`src/rtl/rlc_pkg.sv`:
```
package rlc_pkg;

    typedef enum logic [1:0] {
        DRV_OFF = 2'd0,
        DRV_POS = 2'd1,
        DRV_NEG = 2'd2
    } drive_e;

    typedef enum logic [1:0] {
        PH_SEEK  = 2'd0,
        PH_LEARN = 2'd1,
        PH_HUNT  = 2'd2,
        PH_COAST = 2'd3
    } phase_e;

    function automatic drive_e drive_flip(drive_e d);
        return (d == DRV_POS) ? DRV_NEG : DRV_POS;
    endfunction

endpackage

```
`src/rtl/rlc_sample.sv`:
```
module rlc_sample #(
    parameter int ERR_W = 12
) (
    input  logic                    clk,
    input  logic                    rst,
    input  logic                    stb,
    input  logic signed [ERR_W-1:0] err_in,
    output logic                    pend,
    output logic signed [ERR_W-1:0] cur_err,
    output logic [ERR_W:0]          diff_mag,
    output logic                    overrun
);
    localparam int EXT_W = ERR_W + 1;

    logic                    pend_q;
    logic                    ovr_q;
    logic signed [ERR_W-1:0] cur_q;
    logic signed [ERR_W-1:0] prev_q;
    logic signed [EXT_W-1:0] delta;

    assign delta    = EXT_W'(cur_q) - EXT_W'(prev_q);
    assign diff_mag = delta[EXT_W-1] ? $unsigned(-delta) : $unsigned(delta);

    always_ff @(posedge clk) begin
        if (rst) begin
            pend_q <= 1'b0;
            ovr_q  <= 1'b0;
            cur_q  <= '0;
            prev_q <= '0;
        end else begin
            if (pend_q) begin
                prev_q <= cur_q;
                pend_q <= 1'b0;
                if (stb) ovr_q <= 1'b1;
            end else if (stb) begin
                pend_q <= 1'b1;
                cur_q  <= err_in;
            end
        end
    end

    assign pend    = pend_q;
    assign cur_err = cur_q;
    assign overrun = ovr_q;


    ovr_sticky_chk: assert property (@(posedge clk) disable iff (rst)
        ovr_q |=> ovr_q);


    one_cycle_chk: assert property (@(posedge clk) disable iff (rst)
        pend_q |=> !pend_q);

endmodule

```
`src/rtl/rlc_curve_table.sv`:
```
module rlc_curve_table #(
    parameter int ERR_W    = 12,
    parameter int MAX_DIFF = 60
) (
    input  logic                    clk,
    input  logic                    rst,
    input  logic                    wr_en,
    input  logic [ERR_W:0]          wr_addr,
    input  logic signed [ERR_W-1:0] wr_data,
    input  logic [ERR_W:0]          rd_addr,
    output logic signed [ERR_W-1:0] rd_data,
    output logic                    rd_ok,
    output logic signed [ERR_W-1:0] base_data,
    output logic                    base_ok
);
    localparam int DEPTH = MAX_DIFF + 1;
    localparam int AW    = (DEPTH > 1) ? $clog2(DEPTH) : 1;
    localparam int EXT_W = ERR_W + 1;

    logic [DEPTH-1:0]        filled;
    logic signed [ERR_W-1:0] entry [DEPTH];
    logic                    rd_in_range;
    logic [AW-1:0]           rd_idx;

    for (genvar i = 0; i < DEPTH; i++) begin : g_entry
        logic hit_here;
        assign hit_here = wr_en && ((wr_addr == EXT_W'(i)) || (wr_addr == EXT_W'(i + 1)));
        always_ff @(posedge clk) begin
            if (rst) begin
                filled[i] <= 1'b0;
                entry[i]  <= '0;
            end else if (hit_here) begin
                filled[i] <= 1'b1;
                entry[i]  <= wr_data;
            end
        end
    end

    assign rd_in_range = (rd_addr <= EXT_W'(MAX_DIFF));
    assign rd_idx      = rd_in_range ? rd_addr[AW-1:0] : '0;
    assign rd_ok       = rd_in_range && filled[rd_idx];
    assign rd_data     = entry[rd_idx];
    assign base_ok     = filled[0];
    assign base_data   = entry[0];


    copy_below_chk: assert property (@(posedge clk) disable iff (rst)
        (wr_en && wr_addr == EXT_W'(1)) |=> (filled[0] && entry[0] == $past(wr_data)));

endmodule

```
`src/rtl/rlc_decide.sv`:
```
module rlc_decide
    import rlc_pkg::*;
#(
    parameter int ERR_W    = 12,
    parameter int MAX_DIFF = 60
) (
    input  logic                    clk,
    input  logic                    rst,
    input  logic                    vld,
    input  logic signed [ERR_W-1:0] cur_err,
    input  logic [ERR_W:0]          diff_mag,
    input  logic [ERR_W-1:0]        tol,
    input  logic signed [ERR_W-1:0] tab_data,
    input  logic                    tab_ok,
    input  logic signed [ERR_W-1:0] base_data,
    input  logic                    base_ok,
    output logic                    wr_en,
    output drive_e                  drive,
    output phase_e                  phase
);
    localparam int EXT_W = ERR_W + 1;

    drive_e              drive_q, drive_n;
    phase_e              phase_q, phase_n;
    logic [EXT_W-1:0]    init_q, init_n;
    logic [EXT_W-1:0]    off_q, off_n;

    logic signed [EXT_W-1:0] cur_ext;
    logic [EXT_W-1:0]        cur_mag;
    logic [EXT_W-1:0]        tol_x;
    logic signed [EXT_W-1:0] gap;
    logic [EXT_W-1:0]        thr;
    logic                    in_range;
    logic                    hit;
    logic                    crossed;
    logic                    settled;

    assign cur_ext  = EXT_W'(cur_err);
    assign cur_mag  = cur_ext[EXT_W-1] ? $unsigned(-cur_ext) : $unsigned(cur_ext);
    assign tol_x    = EXT_W'(tol);
    assign gap      = EXT_W'(tab_data) - EXT_W'(base_data);
    assign thr      = gap[EXT_W-1] ? $unsigned(-gap) : $unsigned(gap);
    assign in_range = (diff_mag <= EXT_W'(MAX_DIFF));
    assign hit      = in_range && tab_ok && base_ok && (cur_mag <= thr);
    assign crossed  = ((drive_q == DRV_POS) && (cur_err < 0)) ||
                      ((drive_q == DRV_NEG) && (cur_err > 0));
    assign settled  = (cur_mag <= tol_x) && (diff_mag <= tol_x);

    always_comb begin
        drive_n = drive_q;
        phase_n = phase_q;
        init_n  = init_q;
        off_n   = off_q;
        wr_en   = 1'b0;
        if (vld) begin
            if (drive_q == DRV_OFF) begin
                if (cur_mag > tol_x) begin
                    drive_n = cur_err[ERR_W-1] ? DRV_NEG : DRV_POS;
                    phase_n = PH_SEEK;
                    init_n  = cur_mag;
                end
            end else if (settled) begin
                drive_n = DRV_OFF;
                phase_n = PH_SEEK;
            end else begin
                case (phase_q)
                    PH_SEEK: begin
                        if ((cur_mag < init_q) && hit) begin
                            drive_n = drive_flip(drive_q);
                            phase_n = PH_COAST;
                        end else if (crossed) begin
                            drive_n = drive_flip(drive_q);
                            phase_n = PH_LEARN;
                        end
                    end
                    PH_LEARN: begin
                        wr_en = in_range;
                        if (diff_mag == '0) begin
                            off_n   = cur_mag;
                            phase_n = PH_HUNT;
                        end
                    end
                    PH_HUNT: begin
                        if (hit) begin
                            drive_n = drive_flip(drive_q);
                            phase_n = PH_COAST;
                        end
                    end
                    default: begin
                        if (cur_mag > off_q) begin
                            drive_n = drive_flip(drive_q);
                            phase_n = PH_LEARN;
                        end
                    end
                endcase
            end
        end
    end

    always_ff @(posedge clk) begin
        if (rst) begin
            drive_q <= DRV_OFF;
            phase_q <= PH_SEEK;
            init_q  <= '0;
            off_q   <= '1;
        end else begin
            drive_q <= drive_n;
            phase_q <= phase_n;
            init_q  <= init_n;
            off_q   <= off_n;
        end
    end

    assign drive = drive_q;
    assign phase = phase_q;


    idle_phase_chk: assert property (@(posedge clk) disable iff (rst)
        (drive_q == DRV_OFF) |-> (phase_q == PH_SEEK));


    hold_out_chk: assert property (@(posedge clk) disable iff (rst)
        !vld |=> ($stable(drive_q) && $stable(phase_q)));


    coast_exit_chk: assert property (@(posedge clk) disable iff (rst)
        (phase_q == PH_COAST) |=> (phase_q != PH_HUNT));


    learn_write_chk: assert property (@(posedge clk) disable iff (rst)
        wr_en |-> (phase_q == PH_LEARN && vld));

endmodule

```
`src/rtl/relay_learn_ctrl.sv`:
```
module relay_learn_ctrl
    import rlc_pkg::*;
#(
    parameter int ERR_W    = 12,
    parameter int MAX_DIFF = 60
) (
    input  logic                    clk,
    input  logic                    rst,
    input  logic                    smp_stb,
    input  logic signed [ERR_W-1:0] smp_err,
    input  logic [ERR_W-1:0]        settle_tol,
    output logic                    drv_en,
    output logic                    drv_pos,
    output logic [1:0]              phase,
    output logic                    overrun
);
    logic                    pend;
    logic signed [ERR_W-1:0] cur_err;
    logic [ERR_W:0]          diff_mag;
    logic                    wr_en;
    logic signed [ERR_W-1:0] tab_data;
    logic                    tab_ok;
    logic signed [ERR_W-1:0] base_data;
    logic                    base_ok;
    drive_e                  drive;
    phase_e                  ph;

    rlc_sample #(.ERR_W(ERR_W)) u_sample (
        .clk      (clk),
        .rst      (rst),
        .stb      (smp_stb),
        .err_in   (smp_err),
        .pend     (pend),
        .cur_err  (cur_err),
        .diff_mag (diff_mag),
        .overrun  (overrun)
    );

    rlc_curve_table #(.ERR_W(ERR_W), .MAX_DIFF(MAX_DIFF)) u_table (
        .clk       (clk),
        .rst       (rst),
        .wr_en     (wr_en),
        .wr_addr   (diff_mag),
        .wr_data   (cur_err),
        .rd_addr   (diff_mag),
        .rd_data   (tab_data),
        .rd_ok     (tab_ok),
        .base_data (base_data),
        .base_ok   (base_ok)
    );

    rlc_decide #(.ERR_W(ERR_W), .MAX_DIFF(MAX_DIFF)) u_decide (
        .clk       (clk),
        .rst       (rst),
        .vld       (pend),
        .cur_err   (cur_err),
        .diff_mag  (diff_mag),
        .tol       (settle_tol),
        .tab_data  (tab_data),
        .tab_ok    (tab_ok),
        .base_data (base_data),
        .base_ok   (base_ok),
        .wr_en     (wr_en),
        .drive     (drive),
        .phase     (ph)
    );

    assign drv_en  = (drive != DRV_OFF);
    assign drv_pos = (drive == DRV_POS);
    assign phase   = ph;


    drive_enc_chk: assert property (@(posedge clk) disable iff (rst)
        drv_pos |-> drv_en);

endmodule

```
`config.mk`:
```
export PLATFORM = sky130hd
export DESIGN_NAME = relay_learn_ctrl
export DESIGN_NICKNAME = d
export VERILOG_FILES = /design/src/rtl/rlc_pkg.sv /design/src/rtl/rlc_sample.sv /design/src/rtl/rlc_curve_table.sv /design/src/rtl/rlc_decide.sv /design/src/rtl/relay_learn_ctrl.sv
export SDC_FILE = /design/constraint.sdc
export NUM_CORES = 2
export LEC_CHECK = 0
export ABC_AREA = 1
export BUFFER_PORTS_ARGS = -buffer_cell sky130_fd_sc_hd__clkbuf_2
export CORE_ASPECT_RATIO = 1.2
export CORE_UTILIZATION = 45
export CTS_CLUSTER_SIZE = 12
export DETAILED_ROUTE_END_ITERATION = 8
export SKIP_LAST_GASP = 1
export SLEW_MARGIN = 20
export SYNTH_ARGS = -nofsm -noshare
export SYNTH_HDL_FRONTEND = slang
export SYNTH_SLANG_ARGS = --single-unit
```
`constraint.sdc`:
```
create_clock -name clk -period 20.7 [get_ports clk]
set_input_delay 2.07 -clock clk [delete_from_list [all_inputs] [get_ports clk]]
set_output_delay 2.07 -clock clk [all_outputs]
set_load 0.005 [all_outputs]
```
-- Word-level counts from Yosys, hierarchy flattened
Memory sizes are Yosys's and may differ from the RTL's.
Index checks and enable logic that the tools add are counted.
- register bits: 117
- bits in writable memories: 732
- output and inout bits: 5
- logic and storage cells: 639
- memories: 1
- memories (name ; depth ; bits a word ; rd ports ; clocked after Yosys merged registers in ; write ports ; line ; source):
    u_table.entry ; 61 ; 12 ; 2 ; 0 ; 61 ; rlc_curve_table.sv:21 ; logic signed [ERR_W-1:0] entry [DEPTH];
- $add $sub $neg: 5
- $lt $le $gt $ge: 10
- equal/unequal tests: 70
- mux-type cells: 276
- bitwise operators: 64
- reduce and logical (&&, ||, !) cells: 144
- operators with widths (cell ; number):
    12-bit 2-to-1 mux ; 61
    13-bit by 6-bit equality test with 1-bit output (second input constant) ; 30
    13-bit by 5-bit equality test with 1-bit output (second input constant) ; 16
    1-bit 2-to-1 mux ; 191
    13-bit by 4-bit equality test with 1-bit output (second input constant) ; 8
    1-bit logical AND ; 69
    1-bit logical OR ; 62
    1-bit OR ; 61
    13-bit by 3-bit equality test with 1-bit output (second input constant) ; 4
    13-bit 2-to-1 mux ; 3
    2-bit 2-to-1 mux ; 17
    13-bit by 2-bit equality test with 1-bit output (second input constant) ; 2
    13-bit by 12-bit <= comparator with 1-bit output ; 2
    13-bit negation ; 2
    12-bit by 12-bit subtractor with 13-bit output ; 2
    13-bit by 1-bit equality test with 1-bit output (second input constant) ; 1
    13-bit by 12-bit greater-than comparator with 1-bit output ; 1
    13-bit greater-than comparator ; 1
    13-bit <= comparator ; 1
    13-bit by 6-bit <= comparator with 1-bit output (second input constant) ; 1
    13-bit zero test ; 1
    13-bit less-than comparator ; 1
    12-bit negation with 13-bit output ; 1
    12-bit by 1-bit greater-than comparator with 1-bit output (second input constant) ; 1
    other kinds (21) ; 30

-- Depth between registers and ports, before layout
- depth after elaboration: 16
- gate-level depth with buffers: 62
- depth with buffers taken out: 57

-- By module
A second synthesis with hierarchy kept.
- cell total of the unflattened synthesis: 4854
- area, all modules: 43012.5 sq um
- by module, submodules not included (module ; instances ; cells an instance ; area an instance (sq um) ; seq. area each (sq um)):
    rlc_curve_table ; 1 ; 3901 ; 36940.4 ; 23202.3
    rlc_decide ; 1 ; 629 ; 4045.1 ; 600.6
    rlc_sample ; 1 ; 320 ; 2009.4 ; 520.5
    relay_learn_ctrl ; 1 ; 4 ; 17.5 ; 0.0

-- Worst setup path after synthesis
No wires, ideal clock.
- path kind: flip-flop to flip-flop
- start: register u_sample.cur_q[0] (netlist: u_sample.cur_err[0])
- end: register u_decide.phase_q[1] (netlist: u_decide.phase[1])
- setup time: 0.113 ns
- data arrival time: 7.368 ns
- slack: 13.220 ns
- cell stages (with the launch flop): 55
- clock period less this slack: 7.480 ns
- path through: dfxtp_1 -> inv_1 -> clkbuf_1 -> ha_1 -> fa_1 -> ha_1 -> inv_1 -> a21oi_1 -> nand3_1 -> nor2_2 -> nand3_1 -> nand2_1 -> nand3_1 -> nand2_2 -> nand3_4 -> nor2_8 -> nand3_4 -> inv_4 -> [... 19 more ...] -> xor2_1 -> ha_1 -> a21o_1 -> o21ai_0 -> nand2_1 -> a21oi_1 -> nor3_1 -> a2111oi_0 -> o21a_1 -> o21ai_0 -> o21ai_0 -> nand3_1 -> inv_1 -> nand3_2 -> a21oi_4 -> nand3_2 -> nor2_1 -> nor2_1
- word-level cells in the longest chain between the ends: 16
- RTL lines (item ; line ; source):
    start: declaration ; rlc_sample.sv:17 ; logic signed [ERR_W-1:0] cur_q;
    start signal: assignment ; rlc_sample.sv:37 ; cur_q <= err_in;
    12-bit by 12-bit subtractor with 13-bit output ; rlc_sample.sv:21 ; assign delta = EXT_W'(cur_q) - EXT_W'(prev_q);
    13-bit negation ; rlc_sample.sv:22 ; assign diff_mag = delta[EXT_W-1] ? $unsigned(-delta) : $unsigned(delta);
    13-bit 2-to-1 mux ; rlc_sample.sv:22 ;
    13-bit by 6-bit <= comparator with 1-bit output ; rlc_curve_table.sv:39, rlc_decide.sv:43 ;
    6-bit 2-to-1 mux ; rlc_curve_table.sv:40 ; assign rd_idx = rd_in_range ? rd_addr[AW-1:0] : '0;
    memory read 61 x 12 bit / 1-bit binary-select mux with 6-bit select (equally long branches) ; n/a ;
    12-bit by 12-bit subtractor with 13-bit output / 1-bit 2-to-1 mux (equally long branches) ; rlc_decide.sv:41, rlc_curve_table.sv:41 ;
    13-bit negation / 1-bit logical AND (equally long branches) ; rlc_decide.sv:42, rlc_curve_table.sv:41 ;
    13-bit 2-to-1 mux / 1-bit logical AND (equally long branches) ; rlc_decide.sv:42, rlc_decide.sv:44 ;
    13-bit <= comparator / 1-bit logical AND (equally long branches) ; rlc_decide.sv:44 ; assign hit = in_range && tab_ok && base_ok && (cur_mag <= thr);
    1-bit logical AND ; rlc_decide.sv:44 ;
    1-bit logical AND ; rlc_decide.sv:68 ; if ((cur_mag < init_q) && hit) begin
    2-bit 2-to-1 mux ; rlc_decide.sv:68 ;
    2-bit case mux with 3 select lines ; rlc_decide.sv:66 ; case (phase_q)
    2-bit 2-to-1 mux ; rlc_decide.sv:62 ; end else if (settled) begin
    2-bit 2-to-1 mux ; rlc_decide.sv:56 ; if (drive_q == DRV_OFF) begin
    end signal: assignment ; rlc_decide.sv:108 ; phase_q <= phase_n;
    end: declaration ; rlc_decide.sv:24 ; phase_e phase_q, phase_n;
Several ways; a longest one is shown, not always the timed one. The select of a mux whose other input is x is not followed.
A chain may end at the register's enable or synchronous reset.

-- Worst setup path in the final report
- start: register u_sample.cur_q[0] (netlist: u_sample.cur_err[0])
- end: register u_decide.phase_q[0] (netlist: u_decide.phase[0])
The elaborated chain is that of the path after synthesis.

==> impl_results.md <==
- Status: finished clean
- Met3 WL: 9.30 mm
- Worst r2r dst: u_decide.phase[0]
- Slew @ Worst Pin: 1.20 ns
- Post-CTS setup buffers: 0
- Wire per inst: 22.4 um
- Net Sw Frac: between 20 and 30%
- Critical Path Sink: u_decide.phase[0]
- Initial Utilization: 45.6%
- Crit Path Class: flop to flop
- Die area: 95100 um2
- IO Pins: 32
- H-tree levels: 3
- Async set-or-reset flop fraction in the synthesized netlist: 0%
- Post-synthesis cell type count: 53
- Final setup viols: 0
- Peak supply drop: 0.0000740 V
- Die Ht: 338 um
- Vias: 32900
- Drt total wl: 130 mm
- CP bufs+invs: 6
- Synth Instances: between 4000 and 5000
- Pre-antenna DRT Iters: 8
- Crit-path max FO: 59
- Critical path origin: u_sample.cur_err[0]
- HP Start: u_table.filled[11]
- Ant diodes: 0
- Worst skew pair latency: ~0.68 ns
- Gr ovfl total: 0
- Unrepaired setup endpoints after global routing: no
- Yosys reg bits: 849
- Total GRT Usage: 27.5%
- Site row count: 122
- Flop2flop setup slack: ~10 ns
- P_leak: 0.0175 uW
- CORE AREA: between 90000 and 100000 um2
- DR vias/cell: 5.66
- Initial drt markers: 3235
- Final Hold Fails: 0
- CP Data Arrival Time: 10.85 ns
- Final period util: 49.5%
- CTS Buf Count: 87
- Commonest non-fill, non-tap cell in the layout: nand2_1
- Routability Congestion: 0.947
- Met1 wire length: around 52 mm
- Cell mode on critical path: nand2_1
- First-pass GRT wire length: 196 mm
- # fillers: just under 9000
- Die W: between 200 and 300 um
- Critical path depth in cells: 54
- Worst path max stage delay: ~0.67 ns
- Met2 WL post-DR: 62.6 mm
- CTS tree: done
- Skew final: 0.0464 ns
- Dpl cells: around 5700
- DRC violations left: 0
- R2r worst-path depth: 54
- NetSw: 1130 uW
- Yosys Warn Count: 0
- Highest Signal Layer: met5
- WHS: 0.450 ns
- Int Power: roughly 2900 uW
- Layout cells sized above 1: ~7.4%
- Final worst setup slack: 10.44 ns
- Max-Cap Viols: 0
- CP max-delay cell: nand3_4
- Total negative setup slack: 0 ns
- DRT antenna net count: 0
- Largest net degree at the start of global routing: between 150 and 200
- Power share of the clock group: 38.2%
- Fin util: 49.3%
- Vias in the first global route: 31400
- Root Driver: clkbuf_16
- Fin. max-slew vios: 0
- Number of synthesized flops with an enable pin: 732
- Finished Layout Cells: 5815
- Clock sinks: 849
- P per Cell Area: 88.3 nW/um2
- Reg2reg start: u_sample.cur_err[0]
- Dpl ws: 10.70 ns
- Gate power share: approximately 14%
- Worst EP required: ~21 ns
- Mapped Avg Cell Area: 9.07 um2
- Synthesis-to-layout area growth: 8.21%
- Post-CTS Resized: 0
- Hold_buf cts: 0
- Antenna violations before repair: 2
- Startpoint Class: flop
- Worst-path clk slew: 0.06 ns
- Post-Syn Area: 42200 um2
- Worst relative slew slack: approximately 20%
- HPWL Detailed: around 80 mm
- Port-buffer cells: 31
- CP top delay family: simple AND/OR/NAND/NOR gates
- Minimum clock period: 10.26 ns
- CTS Buffer Depth: 3
- Final net count: ~4600
- Peak Freq: approximately 100 MHz
- Post-synth top flop: edfxtp_1
- Sequential share of power: between 40% and 50%
- Hold Crit Class: flop to flop
- Sequential share of the synthesized area: 57.6%
- Most frequent cells in the layout: nand2_1 (1019), nor2_1 (848), edfxtp_1 (732)
- CP endpoint kind: flop
## per-stage QoR
stage / total power [uW] / cell area (um2)
2_1_floorplan: 2340 / 42300
3_3_place_gp: 2520 / 42900
3_5_place_dp: 2520 / 42900
4_1_cts: 4040 / 45700
5_1_grt: 4170 / 45700
6_report: 4040 / 45700
## cell usage after synthesis (12+ instances only)
cell	instances	area, um2
a21oi_1	171	856
a32o_1	12	120
buf_1	17	63.8
buf_2	116	581
buf_4	19	143
clkbuf_1	189	709
dfxtp_1	117	2340
edfxtp_1	732	22000
ha_1	93	1160
inv_1	211	792
inv_2	17	63.8
mux2_2	12	135
nand2_1	1019	3820
nand2_2	22	138
nand3_1	636	3180
nand4_1	51	319
nor2_1	849	3190
nor3_1	37	185
o211ai_1	28	210
o21ai_0	161	806
xor2_1	29	254
## cells by family (layout without fill, tap and decap cells)
group / after synthesis / in the layout / synth area share, %
AO/OA/AOI/OAI: 413 / 413 / 5.54
XOR/XNOR: 31 / 31 / 0.643
adder cells (fa/ha/maj): 95 / 95 / 2.85
buffers and inverters: 584 / 499 / 5.96
flip-flops: 849 / 849 / 57.6
multiplexers: 24 / 24 / 0.729
other: 1 / 3 / 0.00888
AND/OR/NAND/NOR: 2661 / 2661 / 26.7
## cell type report
class / count / area (um2) / share of cell area, %
Sequential cell: 849 / 24300 / 53.2
Timing Repair Buffer: 106 / 731 / 1.60
Multi-Input combinational cell: 3227 / 15400 / 33.8
Inverter: 230 / 901 / 1.97
Clock buffer: 142 / 2540 / 5.55
Tap cell: 1240 / 1550 / 3.39
Clock inverter: 21 / 226 / 0.495
## registers in the layout (all words and copies together), names as in the netlist
signal	flops
u_table.entry	732
u_decide.phase	2
u_table.filled	60
u_sample.cur_err	12
u_decide.off_q	13
u_decide.drive	2
u_decide.init_q	13
u_sample.prev_q	12
u_sample.pend	1
u_table.base_ok	1
u_sample.overrun	1
## power by group through the flow
stage               combinational, uW  sequential (uW)  clock, uW
floorplan                         384             1950          0
detailed placement                561             1960          0
global route                      628             1930       1620
global placement                  558             1960          0
CTS                               564             1920       1560
finish                            572             1920       1540
## per-layer routing
layer	vias up	global-route usage, %
met5	-	0
met4	2	13.1
met2	1340	45.9
met3	291	3.62
li1	15400	-
met1	15900	35.2
## worst min-delay path by stage
stage	to	cells after the start	slack (ns)
final	u_table.filled[11]	2	0.45
after global routing	u_table.filled[51]	2	0.47
after CTS	u_table.filled[28]	2	0.45
after detailed placement	u_table.filled[11]	2	0.44
after global placement	u_table.filled[51]	2	0.44
after floorplan	u_table.filled[27]	2	0.43
## worst min-delay path: stages, from the launching register on
cell	delay, ns
dfxtp_1	0.31
nand2_1	0.06
nand2_1	0.04
No activity file was read; power rests on OpenSTA's default activity.
